$ cat src/rtl/lp_pkg.sv
package lp_pkg;
    localparam int STATE_W = 2;

    typedef enum logic [STATE_W-1:0] {
        ST_RUN   = 2'd0,
        ST_SG    = 2'd1,
        ST_SLEEP = 2'd2,
        ST_DEEP  = 2'd3
    } lp_state_e;

    typedef struct packed {
        logic core_clk_en;
        logic pll_en;
        logic evt_mask;
    } lp_ctrl_t;
endpackage

$ cat src/rtl/lp_next_state.sv
module lp_next_state
    import lp_pkg::*;
(
    input  lp_state_e cur_state,
    input  logic      sg_req,
    input  logic      slp_req,
    input  logic      dslp_req,
    input  logic      bclk_ok,
    output lp_state_e nxt_state
);
    always_comb begin
        nxt_state = cur_state;
        unique case (cur_state)
            ST_RUN: begin
                if (sg_req) nxt_state = ST_SG;                    // ENTER_SG
            end
            ST_SG: begin
                if (slp_req)      nxt_state = ST_SLEEP;           // ENTER_SLP
                else if (!sg_req) nxt_state = ST_RUN;             // EXIT_SG
            end
            ST_SLEEP: begin
                if (dslp_req || !bclk_ok) nxt_state = ST_DEEP;    // ENTER_DSLP
                else if (!slp_req)        nxt_state = ST_SG;      // WAKE_SLP
            end
            ST_DEEP: begin
                if (!dslp_req && bclk_ok) nxt_state = ST_SLEEP;   // EXIT_DSLP
            end
            default: nxt_state = ST_RUN;
        endcase
    end
endmodule

$ cat src/rtl/lp_out_decode.sv
module lp_out_decode
    import lp_pkg::*;
(
    input  lp_state_e cur_state,
    output lp_ctrl_t  ctrl
);
    always_comb begin
        ctrl = '{core_clk_en: 1'b1, pll_en: 1'b1, evt_mask: 1'b0};
        unique case (cur_state)
            ST_RUN, ST_SG: ctrl = '{core_clk_en: 1'b1, pll_en: 1'b1, evt_mask: 1'b0};
            ST_SLEEP:      ctrl = '{core_clk_en: 1'b0, pll_en: 1'b1, evt_mask: 1'b1};
            ST_DEEP:       ctrl = '{core_clk_en: 1'b0, pll_en: 1'b0, evt_mask: 1'b1};
            default:       ctrl = '{core_clk_en: 1'b1, pll_en: 1'b1, evt_mask: 1'b0};
        endcase
    end
endmodule

$ cat src/rtl/lp_state_ctrl.sv
module lp_state_ctrl
    import lp_pkg::*;
(
    input  logic               clk,
    input  logic               rst_n,
    input  logic               sg_req,
    input  logic               slp_req,
    input  logic               dslp_req,
    input  logic               bclk_ok,
    output logic [STATE_W-1:0] state_o,
    output logic               core_clk_en,
    output logic               pll_en,
    output logic               evt_mask
);
    lp_state_e state_q;
    lp_state_e state_d;
    lp_ctrl_t  ctrl;

    lp_next_state u_next (
        .cur_state (state_q),
        .sg_req    (sg_req),
        .slp_req   (slp_req),
        .dslp_req  (dslp_req),
        .bclk_ok   (bclk_ok),
        .nxt_state (state_d)
    );

    always_ff @(posedge clk or negedge rst_n) begin
        if (!rst_n) state_q <= ST_RUN;
        else        state_q <= state_d;
    end

    lp_out_decode u_dec (
        .cur_state (state_q),
        .ctrl      (ctrl)
    );

    always_comb begin
        state_o     = state_q;
        core_clk_en = ctrl.core_clk_en;
        pll_en      = ctrl.pll_en;
        evt_mask    = ctrl.evt_mask;
    end

    AST_RUN_HOLDS: assert property (@(posedge clk) disable iff (!rst_n)
        (state_q == ST_RUN && !sg_req) |=> state_q == ST_RUN);
    AST_SLEEP_ENTRY: assert property (@(posedge clk) disable iff (!rst_n)
        (state_q == ST_SG && slp_req) |=> state_q == ST_SLEEP);
    AST_SLEEP_OUTPUTS: assert property (@(posedge clk) disable iff (!rst_n)
        (state_q == ST_SLEEP) |-> (!core_clk_en && pll_en && evt_mask));
    AST_DEEP_ENTRY: assert property (@(posedge clk) disable iff (!rst_n)
        (state_q == ST_SLEEP && (dslp_req || !bclk_ok)) |=> state_q == ST_DEEP);
    AST_DEEP_OUTPUTS: assert property (@(posedge clk) disable iff (!rst_n)
        (state_q == ST_DEEP) |-> (!core_clk_en && !pll_en && evt_mask));
    AST_DEEP_EXIT: assert property (@(posedge clk) disable iff (!rst_n)
        (state_q == ST_DEEP && !dslp_req && bclk_ok) |=> state_q == ST_SLEEP);
    AST_NO_RUN_FROM_SLEEP: assert property (@(posedge clk) disable iff (!rst_n)
        (state_q inside {ST_SLEEP, ST_DEEP}) |=> state_q != ST_RUN);
endmodule

$ cat config.mk
export PLATFORM = sky130hd
export DESIGN_NAME = lp_state_ctrl
export DESIGN_NICKNAME = d
export VERILOG_FILES = /design/src/rtl/lp_pkg.sv /design/src/rtl/lp_next_state.sv /design/src/rtl/lp_out_decode.sv /design/src/rtl/lp_state_ctrl.sv
export SDC_FILE = /design/constraint.sdc
export NUM_CORES = 1
export LEC_CHECK = 0
export ABC_AREA = 1
export CORE_AREA = 2 2 39 41
export DETAILED_ROUTE_END_ITERATION = 10
export DIE_AREA = 0 0 41 43
export MAX_ROUTING_LAYER = met4
export SETUP_SLACK_MARGIN = 0.3
export SYNTH_ARGS = -nofsm -noshare
export SYNTH_HDL_FRONTEND = slang
export SYNTH_SLANG_ARGS = --single-unit
$ cat constraint.sdc
create_clock -name clk -period 1.1 [get_ports clk]
set_clock_uncertainty 0.15 [all_clocks]
set_input_delay 0.22 -clock clk [delete_from_list [all_inputs] [get_ports clk]]
set_output_delay 0.22 -clock clk [all_outputs]
set_load 0.02 [all_outputs]
### Yosys cells after proc, flatten, opt, wreduce, memory -nomap -nowiden

Index checks and enable logic that the tools add are counted.

* flip-flop bits (word level): 2
* bits of input ports: 6
* output and inout bits: 5
* word-level logic and storage cells: 23

* equality and inequality tests: 7
* reduce and logical (&&, ||, !) cells: 7
* mux-type cells: 8

Operators with widths (count)
* $mux W2: 6
* $pmux W3 S3: 1
* $pmux W2 S4: 1
* $ne A3 B3 Y1 const B: 2
* $eq A2 B2 Y1 const B: 2
* $ne A2 B2 Y1 const B: 2
* $reduce_and A4 Y1: 1
* $eq A2 B1 Y1 const B: 1
* $logic_not A1 Y1: 2
* $logic_not A2 Y1: 1
* $reduce_or A2 Y1: 1
* $logic_and A1 B1 Y1: 1
* $logic_or A1 B1 Y1: 1

### Depth between registers and ports, before layout

* word-level depth: 4
* depth in mapped cells: 6

### Cells and area by module

Synthesis repeated with hierarchy kept, for this count alone.

* cells, all modules: 19
* area, all modules: 116.4 µm²

Modules (own cells, without submodules)
* lp_next_state: times used 1, area each 55.1 µm², cells an instance 14, seq. area each 0.0 µm²
* lp_state_ctrl: times used 1, area each 50.0 µm², cells an instance 2, seq. area each 50.0 µm²
* lp_out_decode: times used 1, area each 11.3 µm², cells an instance 3, seq. area each 0.0 µm²

### Worst setup path after synthesis

Ideal clock, no wire load.

* path type: register to register
* from: register state_q[0] (netlist: state_o[0])
* to: register state_q[0] (netlist: state_o[0])
* setup time: 0.117 ns
* data required time: 0.833 ns
* stages on the path, launching flop included: 6
* arrival time: 0.976 ns
* buffers on the path: 0
* path slack: -0.143 ns
* clock period less this slack: 1.243 ns
* cells stage by stage: dfrtp_1 -> nand2_1 -> nand2_1 -> nand2_1 -> nand2_1 -> nand2_1

* word-level cells in the longest chain between the ends: 3

Ends and longest elaborated chain
* from (decl): line lp_state_ctrl.sv:15 `lp_state_e state_q;`
* from (signal assigned): line lp_state_ctrl.sv:30 `else state_q <= state_d;`
* $eq A2 B2 Y1 (tied with other cells): line lp_next_state.sv:13 `unique case (cur_state)`
* $ne A3 B3 Y1 (no source line) or $ne A2 B2 Y1 (tied branches)
* $reduce_and A4 Y1 (no source line)

Several ways; a longest one is shown, not always the timed one.
A chain may end at the register's enable or synchronous reset.

### Worst setup path in the final report

* from: register state_q[1] (netlist: state_o[1])
* to: output port pll_en

* word-level cells in the longest chain between the ends: 3

Ends and longest elaborated chain
* $eq A2 B1 Y1 or $logic_not A2 Y1 (tied branches): line lp_out_decode.sv:9 `unique case (cur_state)`
* $reduce_or A2 Y1: line lp_out_decode.sv:9
* $pmux W3 S3 *: line lp_out_decode.sv:9
* to (decl): line lp_state_ctrl.sv:12 `output logic pll_en,`

Every way passes the cells marked *; elsewhere a longest branch is shown, timed or not.

==> impl_metrics.json <==
{
  "rrSetupSlack_ns": -0.07,
  "core_area_um2": 1380,
  "violations": "setup timing",
  "synth_common_cells": "nand2_1 (11), dfrtp_1 (2), inv_1 (2), inv_2 (2), nand3_2 (2)",
  "final_core_util_pct": 24.6,
  "synth_nets": 31,
  "ir_drop_mv": 0.479,
  "worst_slack_ns": -0.119,
  "track_usage_pct": 5.66,
  "syn_avg_cell_area_um2": 6.21,
  "wl_per_cell_um": 7.39,
  "io_buffers": 10,
  "postPlaceCellArea_um2": 314,
  "drc": 0,
  "power.total_uw": 894,
  "fp.dieW_um": 41,
  "reg2reg_depth": 7,
  "async_flop_share_pct": 100,
  "rows": 14,
  "yosysWarnings": 0,
  "slew_headroom_pct": 83.5,
  "holdBufCountCts": 0,
  "grt_pass1_vias": 181,
  "h-tree-depth": 1,
  "finalWirelength_um": 421,
  "ys_seq_area_share_pct": 32.3,
  "first_pass_iters": 1,
  "period_minus_slack_ns": 1.22,
  "grt_antenna_before_repair": 0,
  "cts_root_buf": "clkbuf_4",
  "areaGrowthSynthToFinish_pct": 119,
  "clk_pin_slew_ns": 0.03,
  "rsz0062_at_grt": "true",
  "drtIter0Drc": 0,
  "dp.final_hpwl_um": 347,
  "crit_type": "register to output port",
  "critical_path.startpoint_type": "register",
  "worst_slew_pin_slew_ns": 0.247,
  "start_util_pct": 11.2,
  "vias": 200,
  "path_max_fanout": 5,
  "crit_path_end_kind": "output port",
  "p_leak_nw": 0.181,
  "status": "finished, violations left",
  "grt_first_pass_wirelength_um": 627,
  "finalCritPeriodShare_pct": 111,
  "io_pins": 11,
  "worstPathRequired_ns": 0.73,
  "netlist_area_um2": 155,
  "overflow": 0,
  "syn_inst": 25,
  "arrival_ns": 0.85,
  "cts_tree": "built",
  "viasPerCell": 3.51,
  "finalSetupViolCount": 6,
  "setup_tns_ns": -0.554,
  "stdcell_area_um2": 340,
  "final_cell_count_no_fill": 57,
  "reg2reg_from": "state_o[0]",
  "cts_sinks": 2,
  "final_antenna_net_count": 0,
  "max_freq_mhz": 820,
  "ys_ff_latch": 2,
  "synth_top_area_share_pct": 32.3,
  "diodes": 0,
  "yosysTopAreaCell": "dfrtp_1",
  "max_cap_violations": 0,
  "cts_max_path_buffers": 2,
  "largest_register_ffs": 2,
  "final_max_slew_viol_count": 0,
  "hold_class": "primary input to asynchronous set/reset pin",
  "synth_cell_types": 11,
  "synth_most_common_cell": "nand2_1",
  "place_inst": 54,
  "numCtsBuffers": 3,
  "drive_gt1_share_pct": 53.7,
  "synth_edf_count": 0,
  "grt_max_degree": 6,
  "final_nets": 49,
  "synth_area_leaders": "dfrtp_1 (32%), nand2_1 (27%), nand3_2 (13%)",
  "clkLatencyLatePin_ns": 0.22,
  "report.final.hold_viol_count": 0,
  "synth_flop_cell": "dfrtp_1",
  "dieArea_um2": 1760,
  "r2r_end": "state_o[0]",
  "gp_congestion": 0.691,
  "die_h_um": 43,
  "power.density_nw_per_um2": 2630
}
==> power breakdown <==
group | switching (mW) | internal, mW
Clock | 0.0420 | 0.120
Combinational | 0.310 | 0.258
Sequential | 0.0466 | 0.117
==> stage by stage <==
| step | hold slack [ns] | setup WS, ns |
|---|---|---|
| 2_1_floorplan | -0.226 | -0.00623 |
| 3_3_place_gp | 0.243 | -0.367 |
| 3_5_place_dp | 0.243 | -0.374 |
| 4_1_cts | 0.00231 | -0.134 |
| 5_1_grt | 0.00152 | -0.169 |
| 6_report | 0.00730 | -0.119 |
==> layout make-up <==
cell class	count	area, um^2
Sequential cell	2	52.6
Timing Repair Buffer	14	120
Multi-Input combinational cell	17	104
Clock buffer	3	22.5
Tap cell	16	20.0
Fill cell	162	1040
Inverter	5	21.3
==> worst max path at each step <==
stage | start | endpoint | slack, ns | cells after the start
after floorplan | state_o[1] | state_o[0] | -0.006 | 6
after global placement | state_o[1] | pll_en | -0.37 | 2
after detailed placement | state_o[1] | pll_en | -0.37 | 2
after CTS | state_o[1] | pll_en | -0.13 | 2
after global routing | state_o[1] | pll_en | -0.17 | 2
final | state_o[1] | pll_en | -0.12 | 2
==> placed cells by master (no fill, tap or decap) <==
cell type,count
nand2_1,9
clkdlybuf4s50_1,4
buf_4,4
clkbuf_4,3
buf_2,3
nand2_2,2
inv_1,2
nand3_2,2
buf_6,2
dfrtp_2,2
inv_4,1
nand2_4,1
clkinv_1,1
inv_2,1
nand3_1,1
nor3_4,1
a21oi_1,1
dlymetal6s2s_1,1
==> repair_timing <==
| action | 4_1_cts | 5_1_grt |
|---|---|---|
| resized for setup | 25 | 3 |
| setup buffers | 0 | 0 |
| setup endpoints to repair | 7 | 7 |
| pin swaps | 1 | 0 |
==> cell families (layout without fill, tap and decap cells) <==
logic type | Yosys count | after routing | synth area share [%]
simple gates | 16 | 16 | 50.0
compound gates | 1 | 1 | 3.22
flops | 2 | 2 | 32.3
buf+inv | 6 | 22 | 14.5
==> critical path, stage by stage (launching register included) <==
cell,delay [ns]
dfrtp_2,0.43
nand2_2,0.08
buf_6,0.11
==> per-layer routing <==
metal	wire, um	up-vias	track usage (%)
li1	-	107	-
met1	147	89	4.82
met2	251	4	8.75
met3	23	0	1.57
met4	0	0	6.00
met5	0	-	-
Note: power is estimated with default switching activity, not from simulation.
